File: config.mk
export PLATFORM = sky130hd
export DESIGN_NAME = cam_sync_deser
export DESIGN_NICKNAME = d
export VERILOG_FILES = /design/src/rtl/cam_sync_pkg.sv /design/src/rtl/cam_bit_window.sv /design/src/rtl/cam_marker_match.sv /design/src/rtl/cam_byte_framer.sv /design/src/rtl/cam_sync_tracker.sv /design/src/rtl/cam_sync_deser.sv
export SDC_FILE = /design/constraint.sdc
export NUM_CORES = 1
export LEC_CHECK = 0
export ABC_AREA = 1
export BUFFER_PORTS_ARGS = -buffer_cell sky130_fd_sc_hd__buf_4
export CAP_MARGIN = 5
export CORE_ASPECT_RATIO = 0.9
export CORE_MARGIN = 3
export CORE_UTILIZATION = 35
export CTS_BUF_LIST = sky130_fd_sc_hd__clkbuf_4 sky130_fd_sc_hd__clkbuf_8
export CTS_CLUSTER_DIAMETER = 60
export DETAILED_ROUTE_END_ITERATION = 10
export HOLD_SLACK_MARGIN = 0.12
export SLEW_MARGIN = 25
export SYNTH_ARGS = -nofsm -noshare
export SYNTH_HDL_FRONTEND = slang
export SYNTH_SLANG_ARGS = --single-unit
File: constraint.sdc
create_clock -name clk -period 3.32 [get_ports clk]
set_input_delay 0.498 -clock clk [delete_from_list [all_inputs] [get_ports clk]]
set_output_delay 0.498 -clock clk [all_outputs]
set_load 0.05 [all_outputs]
File: src/rtl/cam_sync_pkg.sv
package cam_sync_pkg;
  // Marker type held in the low two bits of the fourth marker byte
  typedef enum logic [1:0] {
    MK_LINE_ON   = 2'd0,
    MK_LINE_OFF  = 2'd1,
    MK_FRAME_ON  = 2'd2,
    MK_FRAME_OFF = 2'd3
  } marker_kind_e;
endpackage

File: src/rtl/cam_bit_window.sv
// Sliding history of the most recent WIN_BYTES*BYTE_W bits.
// The newest bit enters at the top, so the oldest byte sits in the low bits.
module cam_bit_window #(
  parameter int BYTE_W    = 8,
  parameter int WIN_BYTES = 4,
  localparam int WIN_W    = BYTE_W * WIN_BYTES
) (
  input  logic             clk,
  input  logic             rst,
  input  logic             clr,
  input  logic             bit_in,
  output logic [WIN_W-1:0] win_next
);
  logic [WIN_W-1:0] win_q;

  assign win_next = {bit_in, win_q[WIN_W-1:1]};

  always_ff @(posedge clk) begin
    if (rst || clr) win_q <= '0;
    else            win_q <= win_next;
  end
endmodule

File: src/rtl/cam_marker_match.sv
// Recognises the lead byte, the zero filler bytes and a valid type byte.
module cam_marker_match
  import cam_sync_pkg::*;
#(
  parameter int BYTE_W    = 8,
  parameter int WIN_BYTES = 4,
  localparam int WIN_W    = BYTE_W * WIN_BYTES,
  localparam int MIDS     = WIN_BYTES - 2
) (
  input  logic [WIN_W-1:0] win,
  output logic             hit,
  output marker_kind_e     kind
);
  logic [MIDS-1:0]   mid_zero;
  logic [BYTE_W-1:0] lead_b;
  logic [BYTE_W-1:0] type_b;

  assign lead_b = win[BYTE_W-1:0];
  assign type_b = win[WIN_W-1 -: BYTE_W];

  for (genvar g = 0; g < MIDS; g++) begin : g_mid
    assign mid_zero[g] = (win[(g+1)*BYTE_W +: BYTE_W] == '0);
  end

  assign hit  = (&lead_b) && (&mid_zero) && (type_b[BYTE_W-1:2] == '0);
  assign kind = marker_kind_e'(type_b[1:0]);
endmodule

File: src/rtl/cam_byte_framer.sv
// Byte phase, marker-byte suppression and the registered parallel output.
module cam_byte_framer #(
  parameter int BYTE_W    = 8,
  parameter int WIN_BYTES = 4,
  localparam int WIN_W    = BYTE_W * WIN_BYTES,
  localparam int PH_W     = $clog2(BYTE_W),
  localparam int KW       = $clog2(WIN_BYTES)
) (
  input  logic              clk,
  input  logic              rst,
  input  logic              clr,
  input  logic              mode,
  input  logic              hit,
  input  logic [WIN_W-1:0]  win,
  output logic [BYTE_W-1:0] byte_q,
  output logic              stb_q
);
  localparam logic [PH_W-1:0] PH_LAST = PH_W'(BYTE_W - 1);
  localparam logic [KW-1:0]   KILL_N  = KW'(WIN_BYTES - 1);

  logic [PH_W-1:0] ph_q;
  logic [KW-1:0]   kill_q;
  logic            evt;

  assign evt = hit || (ph_q == PH_LAST);

  always_ff @(posedge clk) begin
    if (rst || clr) begin
      ph_q   <= '0;
      kill_q <= '0;
      byte_q <= '0;
      stb_q  <= 1'b0;
    end else begin
      stb_q <= 1'b0;
      if (evt) begin
        ph_q <= '0;
        if (mode && hit)              kill_q <= KILL_N;
        else if (mode && kill_q != 0) kill_q <= kill_q - 1'b1;
        else begin
          stb_q  <= 1'b1;
          byte_q <= win[BYTE_W-1:0];
        end
      end else begin
        ph_q <= ph_q + 1'b1;
      end
      if (!mode) kill_q <= '0;
    end
  end
endmodule

File: src/rtl/cam_sync_tracker.sv
// Frame and line sync levels driven by recognised markers.
module cam_sync_tracker
  import cam_sync_pkg::*;
(
  input  logic         clk,
  input  logic         rst,
  input  logic         clr,
  input  logic         mode,
  input  logic         hit,
  input  marker_kind_e kind,
  output logic         frame_q,
  output logic         line_q
);
  always_ff @(posedge clk) begin
    if (rst || clr || !mode) begin
      frame_q <= 1'b0;
      line_q  <= 1'b0;
    end else if (hit) begin
      case (kind)
        MK_LINE_ON:   line_q  <= 1'b1;
        MK_LINE_OFF:  line_q  <= 1'b0;
        MK_FRAME_ON:  frame_q <= 1'b1;
        MK_FRAME_OFF: frame_q <= 1'b0;
        default:      ;
      endcase
    end
  end
endmodule

File: src/rtl/cam_sync_deser.sv
module cam_sync_deser
  import cam_sync_pkg::*;
#(
  parameter int BYTE_W    = 8,
  parameter int WIN_BYTES = 4
) (
  input  logic              clk,
  input  logic              rst,
  input  logic              en,
  input  logic              sync_mode,
  input  logic              ser_in,
  output logic [BYTE_W-1:0] byte_out,
  output logic              byte_stb,
  output logic              frame_sync,
  output logic              line_sync
);
  localparam int WIN_W = BYTE_W * WIN_BYTES;

  logic [WIN_W-1:0] win;
  logic             hit;
  marker_kind_e     kind;
  logic             clr;

  assign clr = !en;

  cam_bit_window #(.BYTE_W(BYTE_W), .WIN_BYTES(WIN_BYTES)) u_window (
    .clk(clk), .rst(rst), .clr(clr), .bit_in(ser_in), .win_next(win)
  );

  cam_marker_match #(.BYTE_W(BYTE_W), .WIN_BYTES(WIN_BYTES)) u_match (
    .win(win), .hit(hit), .kind(kind)
  );

  cam_byte_framer #(.BYTE_W(BYTE_W), .WIN_BYTES(WIN_BYTES)) u_framer (
    .clk(clk), .rst(rst), .clr(clr), .mode(sync_mode), .hit(hit),
    .win(win), .byte_q(byte_out), .stb_q(byte_stb)
  );

  cam_sync_tracker u_tracker (
    .clk(clk), .rst(rst), .clr(clr), .mode(sync_mode), .hit(hit),
    .kind(kind), .frame_q(frame_sync), .line_q(line_sync)
  );
endmodule

==> impl_metrics.py, run 1 <==
metrics = {
    "synthesis": {
        "syn_inst": 236,
        "synth_cell_types": 22,
        "synth_top_cell_by_area": "dfxtp_1",
        "yosysSeqAreaShare": 0.522,
        "syn_area_mm2": 0.00180,
        "ys_seq_elements": 47,
        "synth_nets": 244,
        "synth_warnings": 0,
        "synth_top_cell_area_share": 0.522,
        "synth_area_leaders": "dfxtp_1 (52%), nor2_1 (13%), inv_1 (8.8%)",
        "synth.avg_cell_area_um2": 7.63,
    },
    "worst_setup_path": {
        "cp_data_arrival_time_ps": 1840,
        "critPathLaunchType": "input port",
        "cp.required_ps": 3560,
        "ff2ff_setup_slack_ps": 1740,
        "crit_type": "input port to flip-flop",
        "crit_path_start": "rst",
        "r2r_cells": 9,
        "critPathCaptureType": "flip-flop",
        "critPathCapture": "u_tracker.line_q",
        "r2r_start": "u_window.win_q[10]",
        "reg2reg_to": "u_framer.kill_q[0]",
        "critPathMaxFanout": 15,
    },
    "floorplan": {
        "coreArea_mm2": 0.00489,
        "die_x_um": 81.6,
        "die_h_um": 74.1,
        "io_pins": 16,
        "start_util": 0.368,
        "dieArea_mm2": 0.00605,
        "rows": 24,
    },
    "clock_network": {
        "cts_root_buffer": "clkbuf_8",
        "clock_path_buffers": 2,
        "post_cts_buffers": 0,
        "cts_tree": "built",
        "clkTransAtPathRegs_ps": 80,
        "numCtsBuffers": 5,
        "htreeDepth": 2,
        "clock-sinks": 47,
        "cts.repair.resized": 0,
        "cts_hold_buf": 0,
        "insertion_delay_ps": 300,
    },
    "timing": {
        "post-route-period-util": 0.483,
        "whs_ps": 427,
        "max_freq_mhz": 624,
        "maxSlewHeadroom": 0.690,
        "fin_crit_ps": 1600,
        "rsz0062_at_grt": "false",
        "setup_viol": 0,
        "slew_violations": 0,
        "tightest_slew_ps": 464,
        "hold_viol_final": 0,
        "setup_tns_ps": 0,
        "finalClockSkew_ps": 5.66,
    },
    "detailed_routing": {
        "wire_per_inst_um": 9.38,
        "num_vias": 1330,
        "firstDrtPassIters": 4,
        "drt.antenna.violating_nets": 0,
        "drc_errors": 0,
        "routed_wl_mm": 2.99,
        "drtIter0Drc": 79,
        "viasPerCell": 4.17,
    },
    "layout": {
        "layout_commonest_cell": "nor2_1",
        "nNetsFinal": 261,
        "final_cell_mix": "nor2_1 (63), dfxtp_1 (47), inv_1 (42)",
        "n_antenna_cell": 0,
        "area_growth_pct": 14.7,
        "final_core_util": 0.422,
        "drive_gt1_frac": 0.146,
    },
    "global_route": {
        "antenna_found_initial": 0,
        "grt_pass1_vias": 1211,
        "use_met2": 0.161,
        "grtUsageTotal": 0.110,
        "busiest_layer": "met2",
        "grtUsageMet1": 0.142,
        "grt_pass1_wl_mm": 5.02,
        "grt_max_degree": 21,
        "grt.overflow.total": 0,
        "gr-usage-met3": 0.0339,
    },
    "power_and_ir_drop": {
        "cellLeakagePower_nw": 0.868,
        "power_density_mw_per_mm2": 470,
        "power_w": 0.000970,
        "vdd_drop_max_uv": 247,
    },
    "placement": {
        "place_hpwl_mm": 2.13,
        "globalplace.congestion": 0.786,
        "io_buffers": 15,
    },
    "flow_run": {
        "max_cap_viol_count": 0,
    },
    "outcome": {
        "outcome": "finished clean",
    },
    "hold_path": {
        "hp-class": "flip-flop to flip-flop",
    },
}
through the flow:
step	instances	setup slack, ps	instance area (um2)
finish	319	1720	2070
global route	319	1500	2070
CTS	319	1700	2070
detailed placement	311	1390	1960
global placement	311	1350	1960
floorplan	236	1810	1800
metal layers:
layer / vias to the layer above / share of wire
met2: 12 / 0.41
met3: 7 / 0.038
met4: 0 / 0.024
li1: 728 / -
met5: - / 0
met1: 583 / 0.53
cells by family (layout without fill, tap and decap cells):
logic type	count (synthesis)	in the layout	share of synthesized area
buffers and inverters	50	68	0.115
AO/OA/AOI/OAI	11	11	0.0333
AND/OR/NAND/NOR	125	125	0.309
adder cells (fa/ha/maj)	3	3	0.0208
flip-flops	47	47	0.522
synth_stat cells, drive strengths merged:
cell type   n
a21oi       9
and2        1
buf         3
clkbuf      3
dfxtp      47
ha          3
inv        44
nand2      39
nand3      12
nand3b      1
nand4       2
nor2       67
nor3        3
o211a       1
o21ai       1
registers in the layout, indices dropped and copies added, names as in the netlist:
signal / flops
u_tracker.line_q: 1
u_framer.ph_q: 3
u_framer.stb_q: 1
u_tracker.frame_q: 1
u_window.win_q: 31
u_framer.byte_q: 8
u_framer.kill_q: 2
worst min path at each step:
stage,start,end,cells past startpoint
after floorplan,u_framer.ph_q[0],u_framer.ph_q[0],1
final,u_framer.ph_q[0],u_framer.ph_q[0],1
after detailed placement,u_framer.ph_q[0],u_framer.ph_q[0],1
after global routing,ser_in,u_window.win_q[31],3
after CTS,ser_in,u_window.win_q[31],3
after global placement,u_window.win_q[10],u_window.win_q[9],2
layout make-up:
cell class,instances,area [um2]
clock buffer,8,104
fill,536,2830
inverter,44,165
multi-input combinational,139,654
sequential,47,941
tap,65,81.3
timing repair buffer,16,120
worst max-delay path, stage by stage:
cell	delay, ps
buf_4	110
nor2_2	340
inv_1	330
nor2_1	290
o21ai_0	130
a21oi_1	130
power by group:
part / switching (W) / internal [W] / total [W]
sequential: 0.000000664 / 0.000565 / 0.000566
clock: 0.000182 / 0.000198 / 0.000380
combinational: 0.0000163 / 0.00000849 / 0.0000248
total: 0.000199 / 0.000772 / 0.000970
Power figures use the tool's default switching activity.
==> run 2: changes to the inputs <==
==> constraint.sdc (replaced) <==
create_clock -name clk -period 1.5 [get_ports clk]
set_input_delay 0.225 -clock clk [delete_from_list [all_inputs] [get_ports clk]]
set_output_delay 0.225 -clock clk [all_outputs]
set_load 0.05 [all_outputs]
==> run 2 against run 1 <==
Compared with the run above: wire length rose by 1.9%; global-route usage rose by 0.14 points; sequential share of layout area fell by 3.3 points; via count rose by 1.8%; utilization rose by 3.9 points; critical path type is now flip-flop to flip-flop; worst hold slack got worse by 250 ps; cell area rose by 9.2%; register-to-register slack got worse by 1600 ps.
==> impl_metrics.py, run 2 (synthesized netlist as in run 1, its figures left out) <==
metrics = {
    "clock_network": {
        "cts_root_buffer": "clkbuf_8",
        "clock-sinks": 47,
        "htreeDepth": 2,
        "clock_path_buffers": 2,
        "numCtsBuffers": 5,
        "insertion_delay_ps": 300,
        "clkTransAtPathRegs_ps": 80,
        "cts_tree": "built",
    },
    "hold_path": {
        "hp-class": "input port to flip-flop",
    },
    "detailed_routing": {
        "wire_per_inst_um": 9.38,
        "drtIter0Drc": 43,
        "firstDrtPassIters": 4,
        "viasPerCell": 4.17,
        "drt.antenna.violating_nets": 0,
        "num_vias": 1354,
        "drc_errors": 0,
        "routed_wl_mm": 3.05,
    },
    "timing": {
        "fin_crit_ps": 1400,
        "max_freq_mhz": 715,
        "maxSlewHeadroom": 0.837,
        "tightest_slew_ps": 244,
        "hold_viol_final": 0,
        "post-route-period-util": 0.933,
        "slew_violations": 0,
        "finalClockSkew_ps": 10.3,
        "setup_viol": 0,
    },
    "power_and_ir_drop": {
        "p_switching_w": 0.000437,
        "vdd_drop_max_uv": 487,
        "power_w": 0.00222,
        "p_comb_frac": 0.028,
        "seq_power_share": 0.565,
        "internal_power_w": 0.00178,
        "pwr-share-clk": 0.408,
        "power_density_mw_per_mm2": 983,
        "cellLeakagePower_nw": 0.937,
        "p_sw_frac": 0.197,
    },
    "global_route": {
        "grt_pass1_wl_mm": 5.09,
        "grt.overflow.total": 0,
        "grt_pass1_vias": 1214,
        "grtUsageTotal": 0.111,
        "antenna_found_initial": 0,
        "grt_max_degree": 18,
    },
    "layout": {
        "final_cell_mix": "nor2_1 (56), dfxtp_1 (37), inv_1 (35)",
        "nNetsFinal": 268,
        "reg.largest.list": "u_window.win_q: 31 flops, u_framer.byte_q: 8 flops, u_framer.ph_q: 3 flops",
        "drive_gt1_frac": 0.288,
        "instances_no_fill": 325,
        "regMostFlops": "u_window.win_q",
        "n_antenna_cell": 0,
        "largest_register_ffs": 31,
        "fillers": 506,
        "area_growth_pct": 25.2,
        "layout_commonest_cell": "nor2_1",
        "final_core_util": 0.461,
    },
    "worst_setup_path": {
        "critPathCaptureType": "flip-flop",
        "crit_type": "flip-flop to flip-flop",
        "critPathMaxFanout": 8,
        "critPathLaunchType": "flip-flop",
        "cp.required_ps": 1690,
        "cp_data_arrival_time_ps": 1590,
    },
    "floorplan": {
        "dieArea_mm2": 0.00605,
        "start_util": 0.368,
        "die_h_um": 74.1,
        "die_x_um": 81.6,
        "coreArea_mm2": 0.00489,
        "rows": 24,
        "io_pins": 16,
    },
    "placement": {
        "dp.cells": 315,
        "place_hpwl_mm": 2.13,
        "globalplace.congestion": 0.713,
        "io_buffers": 15,
    },
    "flow_run": {
        "max_cap_viol_count": 0,
    },
    "outcome": {
        "outcome": "finished clean",
    },
}
==> run 2: changes by cell type in the layout (fill, tap and decap cells not counted), sizes merged <==
cell    delta
bufinv     +1
buf        +5
==> run 2: layer usage <==
| metal | GRT usage | part of all wire | wire length [um] | vias up |
|---|---|---|---|---|
| met4 | 0.0664 | 0.026 | 78 | 0 |
| met5 | 0 | 0 | 0 | - |
| met3 | 0.0375 | 0.036 | 110 | 7 |
| met1 | 0.138 | 0.53 | 1600 | 587 |
| met2 | 0.168 | 0.41 | 1260 | 13 |
| li1 | - | - | - | 747 |
==> run 2: power by group through the flow <==
stage,registers [W],logic (W),clock network (W)
after CTS,0.00125,0.0000603,0.000937
after floorplan,0.00128,0.0000357,0
after global routing,0.00125,0.0000715,0.000980
after global placement,0.00128,0.0000601,0
final,0.00125,0.0000617,0.000904
after detailed placement,0.00128,0.0000602,0
==> run 2: final cells by class <==
cell class / count / area [um2] / share of cell area
clock buffers: 6 / 76.3 / 0.0338
inverters: 44 / 165 / 0.0732
flip-flops and latches: 47 / 953 / 0.423
repair buffers: 23 / 224 / 0.0993
clock inverters: 1 / 30.0 / 0.0133
well taps: 65 / 81.3 / 0.0361
multi-input cells: 139 / 726 / 0.322
==> run 2: final timing paths <==
kind | start | endpoint | slack [ps] | cells after the start
hold reg to reg | u_window.win_q[16] | u_window.win_q[15] | 430 | 2
setup reg to reg | u_framer.ph_q[0] | u_framer.byte_q[0] | 100 | 7
setup / recovery | u_framer.ph_q[0] | u_framer.byte_q[0] | 100 | 7
hold / removal | ser_in | u_window.win_q[31] | 180 | 3
==> run 2: what timing repair did <==
item                                   4_1_cts  5_1_grt
hold buffers                                 0        0
endpoints found under the hold margin        0        0
setup endpoints to repair                    0       11
buffers inserted                             0        1
gates resized for setup                      0       38
==> run 2: stage by stage <==
step / hold WS (ps) / instance area, um2 / setup TNS [ps] / worst slack [ps]
5_1_grt: 199 / 2260 / -6.53 / -6.53
2_1_floorplan: 359 / 1800 / 0 / 183
3_3_place_gp: 416 / 2000 / 0 / 106
3_5_place_dp: 418 / 2000 / 0 / 76.9
6_report: 179 / 2260 / 0 / 101
4_1_cts: 164 / 2110 / 0 / 66.3
==> run 2: worst max-delay path, stage by stage, from the launching register on <==
cell and delay [ps]:
dfxtp_1 320, ha_1 190, ha_1 170, inv_1 160, nand2_8 100, clkbuf_16 170, a21oi_1 130, nor2_1 50
==> run 3: changes to the inputs <==
--- a/config.mk
+++ b/config.mk
@@ -7,7 +7,7 @@
 export LEC_CHECK = 0
 export ABC_AREA = 1
 export BUFFER_PORTS_ARGS = -buffer_cell sky130_fd_sc_hd__buf_4
-export CAP_MARGIN = 5
+export CAP_MARGIN = 25
 export CORE_ASPECT_RATIO = 0.9
 export CORE_MARGIN = 3
 export CORE_UTILIZATION = 35
@@ -15,7 +15,7 @@
 export CTS_CLUSTER_DIAMETER = 60
 export DETAILED_ROUTE_END_ITERATION = 10
 export HOLD_SLACK_MARGIN = 0.12
-export SLEW_MARGIN = 25
+export RECOVER_POWER = 100
 export SYNTH_ARGS = -nofsm -noshare
 export SYNTH_HDL_FRONTEND = slang
 export SYNTH_SLANG_ARGS = --single-unit
==> run 3 against run 2 <==
Compared with the run above: via count grew 0.74%; global-route usage is the same; highest routed layer unchanged; critical path type unchanged; utilization shrank 0.87 points; wire length grew 0.23%; first-iteration DRC count shrank 7.0%; sequential power is essentially flat; flip-flop and latch count is the same; cell area shrank 1.9%; register-to-register slack is essentially flat; worst hold slack is essentially flat; clock power is essentially flat.
==> impl_metrics.py, run 3 (synthesized netlist as in run 1, its figures left out) <==
metrics = {
    "outcome": {
        "outcome": "finished clean",
    },
    "layout": {
        "regMostFlops": "u_window.win_q",
        "reg.largest.list": "u_window.win_q: 31 flops, u_framer.byte_q: 8 flops, u_framer.ph_q: 3 flops",
        "instances_no_fill": 325,
        "finalInstanceArea_mm2": 0.00221,
        "largest_register_ffs": 31,
        "nNetsFinal": 268,
        "drive_gt1_frac": 0.262,
        "area_growth_pct": 22.8,
        "n_antenna_cell": 0,
        "final_cell_mix": "nor2_1 (57), dfxtp_1 (37), inv_1 (35)",
        "layout_commonest_cell": "nor2_1",
    },
    "worst_setup_path": {
        "r2r_cells": 7,
        "cp_data_arrival_time_ps": 1590,
        "cp.required_ps": 1690,
        "critPathLaunchType": "flip-flop",
        "crit_type": "flip-flop to flip-flop",
        "critPathCaptureType": "flip-flop",
        "critPathMaxFanout": 8,
    },
    "power_and_ir_drop": {
        "p_comb_frac": 0.026,
        "internal_power_w": 0.00178,
        "seq_power_share": 0.566,
        "pwr-share-clk": 0.407,
        "power_w": 0.00221,
        "p_sw_frac": 0.196,
        "p_switching_w": 0.000434,
        "cellLeakagePower_nw": 0.907,
        "vdd_drop_max_uv": 487,
        "power_density_mw_per_mm2": 999,
    },
    "clock_network": {
        "numCtsBuffers": 5,
        "clkTransAtPathRegs_ps": 80,
        "htreeDepth": 2,
        "insertion_delay_ps": 300,
        "cts_root_buffer": "clkbuf_8",
        "clock_path_buffers": 2,
        "clock-sinks": 47,
        "cts_tree": "built",
    },
    "global_route": {
        "grt.overflow.total": 0,
        "grt_pass1_wl_mm": 5.09,
        "antenna_found_initial": 0,
        "grt_pass1_vias": 1214,
        "grtUsageTotal": 0.111,
        "grt_max_degree": 18,
    },
    "detailed_routing": {
        "num_vias": 1364,
        "wire_per_inst_um": 9.41,
        "firstDrtPassIters": 4,
        "drt.antenna.violating_nets": 0,
        "drtIter0Drc": 40,
        "routed_wl_mm": 3.06,
        "drc_errors": 0,
        "viasPerCell": 4.20,
    },
    "placement": {
        "place_hpwl_mm": 2.13,
        "dp.cells": 315,
        "globalplace.congestion": 0.713,
        "io_buffers": 15,
        "placed_area_mm2": 0.00200,
    },
    "timing": {
        "max_freq_mhz": 715,
        "whs_ps": 179,
        "post-route-period-util": 0.933,
        "setup_viol": 0,
        "slew_violations": 0,
        "finalClockSkew_ps": 8.64,
        "fin_crit_ps": 1400,
        "maxSlewHeadroom": 0.552,
        "hold_viol_final": 0,
        "tightest_slew_ps": 672,
    },
    "floorplan": {
        "start_util": 0.368,
        "die_h_um": 74.1,
        "io_pins": 16,
        "rows": 24,
        "dieArea_mm2": 0.00605,
        "coreArea_mm2": 0.00489,
        "die_x_um": 81.6,
    },
    "hold_path": {
        "hp-class": "input port to flip-flop",
        "min_path_cells": 3,
    },
    "flow_run": {
        "max_cap_viol_count": 0,
    },
}
## run 3: final cells by class
cell class                 instances  area [um2]
clock buffer                       6        76.3
clock inverter                     1        30.0
fill                             515        2680
inverter                          44         165
multi-input combinational        139         723
sequential                        47         953
tap                               65        81.3
timing repair buffer              23         184
## run 3: per-stage QoR
step                      TNS [ps]  setup slack, ps  utilization
after floorplan                  0              183            -
after global placement           0              106        0.410
after detailed placement         0             76.9        0.410
after CTS                        0             66.3        0.431
after global routing         -6.53            -6.53        0.452
final                            0              101        0.452
## run 3: timing repair
item,4_1_cts,5_1_grt
setup endpoints to repair,0,11
hold buffers,0,0
resized for setup,0,38
setup buffers,0,1
## run 3: worst paths after layout
kind                           start                  to  slack (ps)
setup / recovery    u_framer.ph_q[0]  u_framer.byte_q[0]         100
setup reg to reg    u_framer.ph_q[0]  u_framer.byte_q[0]         100
hold reg to reg   u_window.win_q[16]  u_window.win_q[15]         430
hold / removal                ser_in  u_window.win_q[31]         180
## run 3: metal layers
metal	global-route usage	wire (um)	vias up
met4	0.0664	78	0
li1	-	-	748
met5	0	0	-
met2	0.168	1250	15
met3	0.0375	119	7
met1	0.138	1610	594
## run 3: power by group through the flow
stage	registers, W	clock network [W]	logic [W]
6_report	0.00125	0.000901	0.0000585
5_1_grt	0.00125	0.000980	0.0000679
3_5_place_dp	0.00128	0	0.0000602
4_1_cts	0.00125	0.000937	0.0000603
2_1_floorplan	0.00128	0	0.0000357
3_3_place_gp	0.00128	0	0.0000601
## run 3: worst max-delay path, cell delays in order (launching register included)
cell	delay [ps]
dfxtp_1	320
ha_1	190
ha_1	170
inv_1	160
nand2_8	100
clkbuf_16	170
a21oi_1	130
nor2_1	50
